File: src/rtl/dkc_regfile.sv
module dkc_regfile #(
  parameter int FIFO_DEPTH = 4
) (
  input  logic        clk,
  input  logic        rst_n,
  input  logic        bus_init,
  input  logic        debug_mode,
  input  logic        host_wr,
  input  logic        host_rd,
  input  logic [3:0]  host_addr,
  input  logic [15:0] host_wdata,
  output logic [15:0] host_rdata,
  output logic        seq_start,
  output logic [2:0]  seq_func,
  input  logic        seq_done,
  input  logic        seq_err,
  input  logic [3:0]  seq_err_code,
  input  logic        drive_ready,
  input  logic        drive_err,
  input  logic        stat_push,
  input  logic [15:0] stat_word,
  output logic        irq,
  input  logic        irq_ack,
  output logic [15:0] mem_addr,
  output logic [15:0] disk_addr,
  output logic [15:0] word_count,
  output logic [5:0]  addr_ext,
  output logic [1:0]  drive_sel
);
  localparam int PW = (FIFO_DEPTH > 1) ? $clog2(FIFO_DEPTH) : 1;
  localparam int CW = $clog2(FIFO_DEPTH + 1);

  logic        init;
  logic        crdy, ie, zero_rd;
  logic [2:0]  func;
  logic [3:0]  errc;
  logic [15:0] csr_word, reg_word;
  logic [15:0] fifo_mem [FIFO_DEPTH];
  logic [PW-1:0] wp, rp;
  logic [CW-1:0] cnt;
  logic        wr_ok, start_cmd, done_evt, push, pop;

  assign init      = !rst_n || bus_init;
  assign wr_ok     = host_wr && crdy;
  assign start_cmd = wr_ok && host_addr == 4'd0 && !host_wdata[7];
  assign done_evt  = !crdy && (seq_done || seq_err);
  assign push      = stat_push && cnt != CW'(FIFO_DEPTH);
  assign pop       = host_rd && host_addr == 4'd6 && !zero_rd && cnt != '0;
  assign seq_func  = func;

  assign csr_word = {(|errc) | drive_err, drive_err, errc, drive_sel, crdy, ie,
                     addr_ext[1:0], func, drive_ready};

  always_comb begin
    case (host_addr)
      4'd0:    reg_word = csr_word;
      4'd2:    reg_word = mem_addr;
      4'd4:    reg_word = disk_addr;
      4'd6:    reg_word = (cnt != '0) ? fifo_mem[rp] : 16'h0000;
      4'd8:    reg_word = {10'b0, addr_ext};
      default: reg_word = 16'h0000;
    endcase
  end
  assign host_rdata = zero_rd ? 16'h0000 : reg_word;

  always_ff @(posedge clk) begin
    if (init) begin
      crdy <= 1'b1; ie <= 1'b0; func <= '0; errc <= '0; drive_sel <= '0;
      mem_addr <= '0; disk_addr <= '0; word_count <= '0; addr_ext <= '0;
      irq <= 1'b0; zero_rd <= 1'b0; seq_start <= 1'b0;
    end else begin
      seq_start <= start_cmd;
      if (wr_ok) begin
        case (host_addr)
          4'd0: begin
            func <= host_wdata[3:1];
            addr_ext[1:0] <= host_wdata[5:4];
            ie <= host_wdata[6];
            drive_sel <= host_wdata[9:8];
            if (!host_wdata[7]) begin
              crdy <= 1'b0;
              errc <= '0;
            end
          end
          4'd2: mem_addr <= host_wdata;
          4'd4: disk_addr <= host_wdata;
          4'd6: word_count <= host_wdata;
          4'd8: addr_ext <= host_wdata[5:0];
          default: ;
        endcase
      end
      if (done_evt) begin
        crdy <= 1'b1;
        if (seq_err) errc <= seq_err_code;
      end
      if (done_evt && ie) irq <= 1'b1;
      else if (irq_ack) irq <= 1'b0;
      if (done_evt && debug_mode) zero_rd <= 1'b1;
      else if (host_rd) zero_rd <= 1'b0;
    end
  end

  always_ff @(posedge clk) begin
    if (!rst_n) begin
      wp <= '0; rp <= '0; cnt <= '0;
    end else begin
      if (push) begin
        fifo_mem[wp] <= stat_word;
        wp <= (wp == PW'(FIFO_DEPTH - 1)) ? '0 : wp + 1'b1;
      end
      if (pop) rp <= (rp == PW'(FIFO_DEPTH - 1)) ? '0 : rp + 1'b1;
      cnt <= cnt + CW'(push) - CW'(pop);
    end
  end

  AST_READY_HELD_LOW: assert property (@(posedge clk) disable iff (!rst_n)
    (!crdy && !seq_done && !seq_err && !bus_init) |=> !crdy);
  AST_START_CLEAN_ERR: assert property (@(posedge clk) disable iff (!rst_n)
    seq_start |-> (errc == 4'd0 && !crdy));
  AST_IRQ_STICKY: assert property (@(posedge clk) disable iff (!rst_n)
    (irq && !irq_ack && !bus_init) |=> irq);
  AST_BUSY_WRITE_IGNORED: assert property (@(posedge clk) disable iff (!rst_n)
    (host_wr && !crdy && !bus_init) |=> ($stable(mem_addr) && $stable(disk_addr)
      && $stable(word_count) && $stable(addr_ext)));
  AST_SUMMARY_ERR: assert property (@(posedge clk) disable iff (!rst_n)
    (host_rd && host_addr == 4'd0 && !zero_rd) |->
      (host_rdata[15] == (|host_rdata[14:10])));
endmodule

File: config.mk
export PLATFORM = sky130hd
export DESIGN_NAME = dkc_regfile
export DESIGN_NICKNAME = d
export VERILOG_FILES = /design/src/rtl/dkc_regfile.sv
export SDC_FILE = /design/constraint.sdc
export NUM_CORES = 1
export LEC_CHECK = 0
export ABC_CLOCK_PERIOD_IN_PS = 6000
export CAP_MARGIN = 0
export CORE_MARGIN = 2
export CORE_UTILIZATION = 30
export CTS_BUF_LIST = sky130_fd_sc_hd__clkbuf_16
export CTS_CLUSTER_SIZE = 25
export DETAILED_ROUTE_END_ITERATION = 16
export DONT_BUFFER_PORTS = 1
export HOLD_SLACK_MARGIN = 0.03
export PLACE_DENSITY = 0.47
export SETUP_SLACK_MARGIN = 0.2
export SYNTH_ARGS = -nofsm -noshare
export SYNTH_HDL_FRONTEND = slang
export SYNTH_SLANG_ARGS = --single-unit
File: constraint.sdc
create_clock -name clk -period 6 [get_ports clk]
set_input_delay 1.2 -clock clk [delete_from_list [all_inputs] [get_ports clk]]
set_output_delay 1.2 -clock clk [all_outputs]
set_load 0.02 [all_outputs]
==> results.toml, run 1 <==
[yosys]
async_flop_share_pct = 0
syn-num-nets = 600
synth_seq_cells = 141
yosys-top-cells-area = "edfxtp_1 (32%), dfxtp_1 (26%), a21oi_1 (6.6%), nand3_1 (6.3%), mux4_2 (6.0%)"
post-synth-top-area-fraction_pct = 32.05
synth_enable_flop_cells = 64
synth_warnings = 0
synth_cells = 540
synthTopCellsByCount = "a21oi_1 (79), dfxtp_1 (77), nand3_1 (76), edfxtp_1 (64), o21ai_0 (56)"
synth_cell_types = 46
syn_area_mm2 = 0.005997
count_leader_synth = "a21oi_1"
seq_area_frac_synth_pct = 57.75
synth_area_per_cell_um2 = 11.11
yosys.area.top_type = "edfxtp_1"
ys.flop_type = "dfxtp_1"

[layout]
fill_cells = 1973
diodes = 0
flow.area_growth_from_synthesis_pct = 12.75
instances_no_fill = 787
nets = 569
layout_cells_sized_above_1_pct = 12.64

[pwr]
cellLeakagePower_nw = 2.003
power.share.combinational_pct = 7.5
swShare_pct = 24.19
power-per-cell-area_mw_per_mm2 = 340.7
vdd_drop_max_mv = 0.1734
power.clock.fraction_pct = 46.6
net-switching-power_w = 0.0005574
p_int_w = 0.001746
seq_power_share_pct = 45.9

[critical_path]
crit_fanout = 13
beginning_of_the_worst_register_to_register_path = "cnt[2]$_SDFF_PN0_"
cp_data_required_time_ns = 4.80
crit_path_end_kind = "primary output"
rrSetupSlack_ns = 3.49
cp-start-kind = "primary input"
setup.worst_path.start = "host_addr[2]"
critPathKind = "in2out"
critPathArrivalTime_ns = 2.94

[timing]
final_max_slew_viol_count = 0
worst_slew_pin_slew_ns = 0.9760
timing.setup.tns_ns = 0
finalSetupViolCount = 0
hold_violations = 0
setup_repair_after_global_routing_missed_its_margin = "false"
fmax_ghz = 0.2414
fin_crit_share_pct = 69.04
slew_headroom_pct = 34.76
min_period_ns = 4.142
fin_skew_ns = 0.009384

[global_route]
globalRouteTotalUtil_pct = 17.28
grt_max_degree = 64
globalRouteMet1Util_pct = 21.05
globalRoute.totalOverflow = 0
wire_length_of_the_first_global_routing_pass_mm = 27.48
globalRouteMet2Util_pct = 27.49
grt_pass1_vias = 4200
antenna_found_initial = 1
grt.met3_usage_pct = 8.370
gr-max-usage-layer = "met2"

[placement]
numPortBuffers = 0
place_congestion = 0.7956
cell_count_after_placement = 755
place.detailed.hpwl_mm = 12.64

[clocking]
ctsLongestPathBuffers = 2
post_cts.resized_instances = 0
cts_sinks = 141
cts_max_level = 4
worstSkewPairLatency_ns = 0.42
root_buffer = "clkbuf_16"
path_clk_slew_ns = 0.06
cts_setup_buffers = 0
numCtsBuffers = 17
hold_buf_count_cts = 0
cts_tree = "done"

[die]
floorplan.initialDensity_pct = 30.71
placeable_area_mm2 = 0.01953
die-height_um = 145.4
floorplan.die.width_um = 145.4
num_io_pins = 129
design.die.area_mm2 = 0.02114
placement_rows = 51

[detailed_routing]
drtIter0Drc = 533
wirelength_mm = 18.26
routedWlPerCell_um = 23.20
remaining_drc_errors = 0
drt-vias-per-instance = 5.562
dr_total_vias = 4377
firstDrtPassIters = 6
ant_nets = 0

[worst_hold_path]
min-delay-start = "ie$_SDFFE_PP0P_"
hold_class = "reg2reg"

[status]
status = "finished, final reports clean"

[flow_run]
maxCapViolations = 0
[per-layer routing]
| layer | vias to the layer above | part of all wire (%) |
|---|---|---|
| met5 | - | 0.071 |
| met4 | 2 | 1.2 |
| met3 | 16 | 11 |
| met2 | 182 | 48 |
| met1 | 2187 | 40 |
| li1 | 1990 | - |
[critical path: stages]
cell	delay, ns
nor4b_2	0.83
a222oi_1	0.26
a31oi_1	0.65
[layout by cell type (no fill, tap or decap), types with 5 or more instances in the layout]
| cell type | netlist | final |
|---|---|---|
| a21oi_1 | 79 | 79 |
| dfxtp_1 | 77 | 77 |
| nand3_1 | 76 | 76 |
| edfxtp_1 | 64 | 64 |
| o21ai_0 | 56 | 56 |
| clkbuf_16 | 0 | 17 |
| mux4_2 | 16 | 16 |
| a222oi_1 | 15 | 15 |
| nand2_1 | 12 | 12 |
| inv_1 | 7 | 9 |
| buf_4 | 7 | 9 |
| a31oi_1 | 7 | 7 |
| ha_1 | 7 | 7 |
| nor2_1 | 6 | 6 |
| and2_1 | 6 | 5 |
[worst paths after layout]
| check | to | cells past startpoint |
|---|---|---|
| worst max-delay path | host_rdata[5] | 3 |
| worst min-delay path | ie$_SDFFE_PP0P_ | 2 |
| worst max register to register | cnt[2]$_SDFF_PN0_ | 10 |
| worst min register to register | ie$_SDFFE_PP0P_ | 2 |
[per-stage QoR]
| stage | power, W | hold WS (ns) | utilization, % | worst slack (ns) | instance area (um^2) |
|---|---|---|---|---|---|
| after floorplan | 0.001208 | 0.4639 | - | 2.191 | 5997 |
| after global placement | 0.001245 | 0.4859 | 31.58 | 1.825 | 6166 |
| after detailed placement | 0.001252 | 0.5062 | 31.58 | 1.899 | 6166 |
| after CTS | 0.002327 | 0.5154 | 34.63 | 1.881 | 6761 |
| after global routing | 0.002387 | 0.5484 | 34.63 | 1.736 | 6761 |
| final | 0.002304 | 0.5141 | 34.63 | 1.858 | 6761 |
[cells by family after synthesis]
group / after synthesis / synth area share, %
buffers and inverters: 66 / 4.986
adder cells (fa/ha/maj): 8 / 1.794
AND/OR/NAND/NOR: 130 / 11.98
flip-flops: 141 / 57.75
AO/OA/AOI/OAI: 174 / 16.67
XOR/XNOR: 2 / 0.2921
multiplexers: 19 / 6.530
[power groups by stage]
| stage | Combinational [W] | Clock [W] | Sequential [W] |
|---|---|---|---|
| finish | 0.000173 | 0.00107 | 0.00106 |
| global route | 0.000190 | 0.00114 | 0.00106 |
| detailed placement | 0.000174 | 0 | 0.00108 |
| global placement | 0.000169 | 0 | 0.00108 |
| CTS | 0.000174 | 0.00110 | 0.00106 |
| floorplan | 0.000136 | 0 | 0.00107 |
[layout make-up]
class / instances / area (um^2) / area share (%)
multi-input combinational: 333 / 2277 / 33.68
tap: 265 / 331.6 / 4.904
clock buffer: 17 / 425.4 / 6.292
inverter: 7 / 26.28 / 0.3886
sequential: 141 / 3463 / 51.22
clock inverter: 15 / 170.2 / 2.517
timing repair buffer: 9 / 67.56 / 0.9993
[flip-flops by register name (all words and copies together) (netlist names), named ones only]
name / flops
fifo_mem: 64
disk_addr: 16
mem_addr: 16
word_count: 16
addr_ext: 6
errc: 4
cnt: 3
seq_func: 3
drive_sel: 2
rp: 2
wp: 2
crdy: 1
ie: 1
irq: 1
seq_start: 1
zero_rd: 1
Note: power is estimated with default switching activity, not from simulation.
==> run 2: changes to the inputs <==
ABC_AREA = 1   (was not set)
ABC_CLOCK_PERIOD_IN_PS = 3400   (was 6000)
PLACE_DENSITY = 0.48   (was 0.47)
clock period = 3.4 ns   (was 6 ns; I/O delays follow)
==> run 2 against run 1 <==
  * Hold slack worse by 0.17 ns
  * Routed wire length is 5.1% lower
  * Clock skew is 0.0021 ns lower
  * Area after synthesis is 4.1% higher
  * Critical path type is now reg2out
  * Highest routed layer is now met4
==> results.toml, run 2 <==
[clocking]
numCtsBuffers = 17
root_buffer = "clkbuf_16"
hold_buf_count_cts = 0
ctsLongestPathBuffers = 2
cts_setup_buffers = 0
cts_sinks = 141
post_cts.resized_instances = 0
cts_max_level = 4
path_clk_slew_ns = 0.06
cts_tree = "done"
worstSkewPairLatency_ns = 0.42

[detailed_routing]
drt-vias-per-instance = 4.579
dr_total_vias = 4868
remaining_drc_errors = 0
ant_nets = 0
routedWlPerCell_um = 16.30
wirelength_mm = 17.33
drtIter0Drc = 249
firstDrtPassIters = 5

[critical_path]
critPathKind = "reg2out"
crit_path_end_kind = "primary output"
beginning_of_the_worst_register_to_register_path = "cnt[1]$_SDFF_PN0_"
cp-start-kind = "register"
cpPeakStageDelay_ns = 0.32
crit_path_end = "host_rdata[9]"
rrSetupSlack_ns = 1.15
slowest_stage = "dfxtp_1"
cp_data_required_time_ns = 2.72
worst_r2r_path_depth = 10
r2r-end = "cnt[2]$_SDFF_PN0_"
crit_fanout = 10
most_used_cell_along_the_critical_path = "nand2_1"
crit_chain = "inv_1, buf_4, nand2_1, nand2_1, nand2_1, nand2_1, nand2_1, a21oi_1, buf_4"
critPathArrivalTime_ns = 2.06

[worst_hold_path]
hold_class = "in2reg"

[layout]
instances_no_fill = 1063
final_common_cell = "nand2_1"
nets = 840
fill_cells = 2104
largest_register_ffs = 64
diodes = 0
multiInputGateArea_mm2 = 0.002267
area.sequential_mm2 = 0.003463
layout_cells_sized_above_1_pct = 10.09
largest-register = "fifo_mem"
layout_common_cells = "nand2_1 (210), a21oi_1 (81), inv_1 (78)"
flow.area_growth_from_synthesis_pct = 16.25

[timing]
timing.setup.tns_ns = 0
fin_crit_share_pct = 80.64
fmax_ghz = 0.3647
hold_violations = 0
slew_headroom_pct = 45.43
fin_skew_ns = 0.007287
worst_slew_pin_slew_ns = 0.8135
min_period_ns = 2.742
final_max_slew_viol_count = 0
finalSetupViolCount = 0
setup_repair_after_global_routing_missed_its_margin = "false"

[placement]
cell_count_after_placement = 1031
place_congestion = 0.7527
place.detailed.hpwl_mm = 12.44
numPortBuffers = 0

[yosys]
synth_seq_cells = 141
post-synth-top-area-fraction_pct = 30.78
yosys-top-cells-area = "edfxtp_1 (31%), dfxtp_1 (25%), nand2_1 (13%), a21oi_1 (6.5%), nand3_1 (5.9%)"
synthSimpleGateAreaFrac_pct = 24.39
synth_enable_flop_cells = 64
synth_area_per_cell_um2 = 8.140
yosys.area.top_type = "edfxtp_1"
synth_compound_gate_area_share_pct = 10.02
ys.flop_type = "dfxtp_1"
synthTopCellsByCount = "nand2_1 (210), a21oi_1 (81), inv_1 (78), dfxtp_1 (77), nor2_1 (74)"
synth-adder-area-share_pct = 1.723
synth_cells = 767
syn_area_mm2 = 0.006243
seq_area_frac_synth_pct = 55.47
syn-num-nets = 827
synth_top_family_by_area = "simple AND/OR/NAND/NOR gates"
synth_warnings = 0
async_flop_share_pct = 0
synth.area.mux_share_pct = 0
synth_xor_area_share_pct = 0.1403
count_leader_synth = "nand2_1"
synth_cell_types = 25

[global_route]
grt_pass1_vias = 4690
grt_max_degree = 43
globalRouteTotalUtil_pct = 16.12
globalRoute.totalOverflow = 0
wire_length_of_the_first_global_routing_pass_mm = 27.01
antenna_found_initial = 0

[pwr]
power_w = 0.004081
vdd_drop_max_mv = 0.2948
cellLeakagePower_nw = 2.903
power-per-cell-area_mw_per_mm2 = 562.2

[die]
placement_rows = 52
die-height_um = 148.3
placeable_area_mm2 = 0.02030
floorplan.die.width_um = 148.3
num_io_pins = 129
design.die.area_mm2 = 0.02198
floorplan.initialDensity_pct = 30.76

[status]
status = "finished, final reports clean"

[flow_run]
maxCapViolations = 0
[run 2: changes by cell type in the layout (fill, tap and decap cells not counted), moves of 7 or more]
| cell | before | now |
|---|---|---|
| nand2_1 | 12 | 210 |
| nor2_1 | 6 | 73 |
| a222oi_1 | 15 | 0 |
| buf_4 | 9 | 37 |
| o21ai_0 | 56 | 43 |
| mux4_2 | 16 | 0 |
| a31oi_1 | 7 | 0 |
| inv_1 | 9 | 78 |
[run 2: critical path, delay by kind of cell, from the launching register on]
kind                   cells  cell delay (ns)
AND/OR/NAND/NOR            5             0.33
flip-flops                 1             0.32
AO/OA/AOI/OAI              1             0.28
buffers and inverters      3             0.70
[run 2: how the worst min path moves through the flow]
stage / from / to / cells past startpoint
global route: stat_word[10] / fifo_mem[2][10]$_DFFE_PP_ / 0
detailed placement: errc[3]$_SDFF_PP0_ / errc[3]$_SDFF_PP0_ / 2
floorplan: ie$_SDFFE_PP0P_ / irq$_SDFFE_PP0P_ / 2
finish: stat_word[7] / fifo_mem[3][7]$_DFFE_PP_ / 0
global placement: errc[3]$_SDFF_PP0_ / errc[3]$_SDFF_PP0_ / 2
CTS: stat_word[12] / fifo_mem[1][12]$_DFFE_PP_ / 0
[run 2: cell families after synthesis]
| group | after synthesis |
|---|---|
| simple gates | 369 |
| xor+xnor | 1 |
| flops | 141 |
| compound gates | 125 |
| buf+inv | 123 |
| fa+ha+maj | 8 |
[run 2: layer usage]
layer / up-vias / wire length, um / track usage (%)
met2: 138 / 7628 / 25.28
li1: 2510 / - / -
met3: 28 / 1527 / 6.166
met4: 0 / 358 / 5.667
met5: - / 0 / 0
met1: 2192 / 7816 / 20.36
[run 2: where the power goes]
part / internal (W) / leakage [nW] / switching, W
Clock: 0.00116 / 0.288 / 0.000773
Sequential: 0.00183 / 1.20 / 0.0000311
Combinational: 0.0000874 / 1.41 / 0.000191
[run 2: final cells by class]
cell class	count	area share, %
Tap cell	270	4.654
Multi-Input combinational cell	503	31.24
Sequential cell	141	47.72
Inverter	80	4.137
Clock buffer	17	5.861
Clock inverter	15	2.569
Timing Repair Buffer	37	3.827
[run 2: through the flow]
step | hold WS [ns] | utilization, % | setup WS (ns) | instance area (um^2)
floorplan | 0.4492 | - | 0.9172 | 6243
global placement | 0.4815 | 32.74 | 0.7350 | 6646
detailed placement | 0.4856 | 32.74 | 0.6980 | 6646
CTS | 0.3321 | 35.76 | 0.6241 | 7258
global route | 0.3278 | 35.76 | 0.4925 | 7258
finish | 0.3487 | 35.76 | 0.6584 | 7258
==> run 3: changes to the inputs <==
ABC_AREA = 0   (was 1)
ABC_CLOCK_PERIOD_IN_PS = 2550   (was 3400)
PLACE_DENSITY = 0.47   (was 0.48)
clock period = 2.55 ns   (was 3.4 ns; I/O delays follow)
==> run 3 against run 2 <==
  * Die area decreased by 3.8%
  * Via count decreased by 5.5%
  * Routed wire length rose by 9.5%
  * Cell area grew 1.5%
  * Worst setup slack worse by 0.51 ns
  * Register-to-register slack got worse by 0.86 ns
  * Cell count fell by 23%
  * Sequential power is 34% higher
  * Hold slack worse by 0.17 ns
  * Power is 36% higher
  * Sequential share of layout area decreased by 0.56 points
  * Largest power group is now registers
==> results.toml, run 3 (synthesis gave the netlist of run 1 again) <==
[status]
status = "finished, final reports clean"

[global_route]
grt_pass1_vias = 4729
globalRouteTotalUtil_pct = 18.21
wire_length_of_the_first_global_routing_pass_mm = 29.10
globalRoute.totalOverflow = 0
grt_max_degree = 55
antenna_found_initial = 0

[pwr]
power.clock.fraction_pct = 43.2
vdd_drop_max_mv = 0.4858
power-per-cell-area_mw_per_mm2 = 751.5
p_int_w = 0.004125
cellLeakagePower_nw = 2.237
seq_power_share_pct = 45.1
net-switching-power_w = 0.001413
power.share.combinational_pct = 11.7
swShare_pct = 25.51

[timing]
postLayoutSetupSlackWorst_ns = 0.1466
hold_violations = 0
min_period_ns = 2.403
setup_repair_after_global_routing_missed_its_margin = "true"
fin_hold_ws_ns = 0.1832
fin_crit_share_pct = 94.25
finalSetupViolCount = 0
slew_headroom_pct = 36.11
worst_slew_pin_slew_ns = 0.9583
fmax_ghz = 0.4161
timing.setup.tns_ns = 0
final_max_slew_viol_count = 0
fin_skew_ns = 0.006088

[flow_run]
maxCapViolations = 0

[detailed_routing]
firstDrtPassIters = 7
routedWlPerCell_um = 23.12
wirelength_mm = 18.98
ant_nets = 0
drtIter0Drc = 409
dr_total_vias = 4598
drt-vias-per-instance = 5.600
remaining_drc_errors = 0

[critical_path]
crit_path_end_kind = "primary output"
cp_data_required_time_ns = 2.04
cp-start-kind = "register"
critPathKind = "reg2out"
critPathArrivalTime_ns = 1.89
crit_fanout = 8

[placement]
place_ws_ns = 0.1165
place.detailed.hpwl_mm = 13.10
cell_count_after_placement = 784
numPortBuffers = 0
place_congestion = 0.8291

[clocking]
ctsLongestPathBuffers = 2
cts_sinks = 141
cts_max_level = 4
root_buffer = "clkbuf_16"
path_clk_slew_ns = 0.06
worstSkewPairLatency_ns = 0.42
numCtsBuffers = 17
cts_tree = "done"

[die]
num_io_pins = 129
floorplan.die.width_um = 145.4
placement_rows = 51
floorplan.initialDensity_pct = 30.71
die-height_um = 145.4
design.die.area_mm2 = 0.02114
placeable_area_mm2 = 0.01953

[layout]
diodes = 0
layout_cells_sized_above_1_pct = 25.00
area.sequential_mm2 = 0.003475
flow.area_growth_from_synthesis_pct = 22.87
final_common_cell = "a21oi_1"
finalCoreUtilization_pct = 37.74
nets = 603
layout_common_cells = "a21oi_1 (73), dfxtp_1 (72), edfxtp_1 (64)"
fill_cells = 1902
largest_register_ffs = 64
instances_no_fill = 821
largest-register = "fifo_mem"
multiInputGateArea_mm2 = 0.002505

[worst_hold_path]
hold_class = "in2reg"
[run 3: changes by cell type in the layout (fill, tap and decap cells not counted), moves of 13 or more]
cell,delta
inv_1,-69
nand2_1,-199
nor2_1,-67
o21ai_0,+13
mux4_2,+16
a222oi_1,+15
[run 3: path summary, 6_finish.rpt]
kind / startpoint / endpoint / slack (ns) / cells after the start
setup reg to reg: cnt[2]$_SDFF_PN0_ / cnt[2]$_SDFF_PN0_ / 0.29 / 10
hold reg to reg: rp[1]$_SDFFE_PN0N_ / register / 0.50 / 2
hold / removal: stat_word[4] / fifo_mem[3][4]$_DFFE_PP_ / 0.18 / 0
setup / recovery: register / host_rdata[0] / 0.15 / 5
[run 3: routing by layer]
metal  GRT usage [%]  share of wire (%)
met5               0                  0
met3           7.429                9.8
met1           21.91                 39
met2           29.15                 49
met4           7.304                2.6
[run 3: timing repair]
item,4_1_cts,5_1_grt
hold buffers,0,0
cloned,1,0
setup endpoints to repair,17,17
gates resized for setup,25,21
pin swaps,7,10
buffers inserted,4,0
[run 3: final cells by class]
cell class / count / area share [%]
sequential: 141 / 47.16
inverter: 7 / 0.3566
tap: 265 / 4.500
clock inverter: 14 / 1.579
multi-input combinational: 333 / 34.00
clock buffer: 18 / 6.113
timing repair buffer: 43 / 6.300
[run 3: critical path, stage by stage, from the launching register on]
cell     delay [ns]
dfxtp_4        0.38
buf_12         0.15
mux4_2         0.53
nand3_4        0.13
a31oi_1        0.10
buf_4          0.18
[run 3: per-stage QoR]
| step | area (um^2) | power [W] |
|---|---|---|
| after global placement | 6510 | 0.002984 |
| after detailed placement | 6510 | 0.003002 |
| after floorplan | 6080 | 0.002859 |
| final | 7368 | 0.005538 |
| after global routing | 7368 | 0.005765 |
| after CTS | 7271 | 0.005556 |
[run 3: power by group through the flow]
| stage | Sequential [W] | Combinational, W | Clock, W |
|---|---|---|---|
| floorplan | 0.00252 | 0.000334 | 0 |
| global placement | 0.00253 | 0.000450 | 0 |
| detailed placement | 0.00254 | 0.000463 | 0 |
| CTS | 0.00249 | 0.000614 | 0.00245 |
| global route | 0.00250 | 0.000702 | 0.00256 |
| finish | 0.00250 | 0.000645 | 0.00239 |
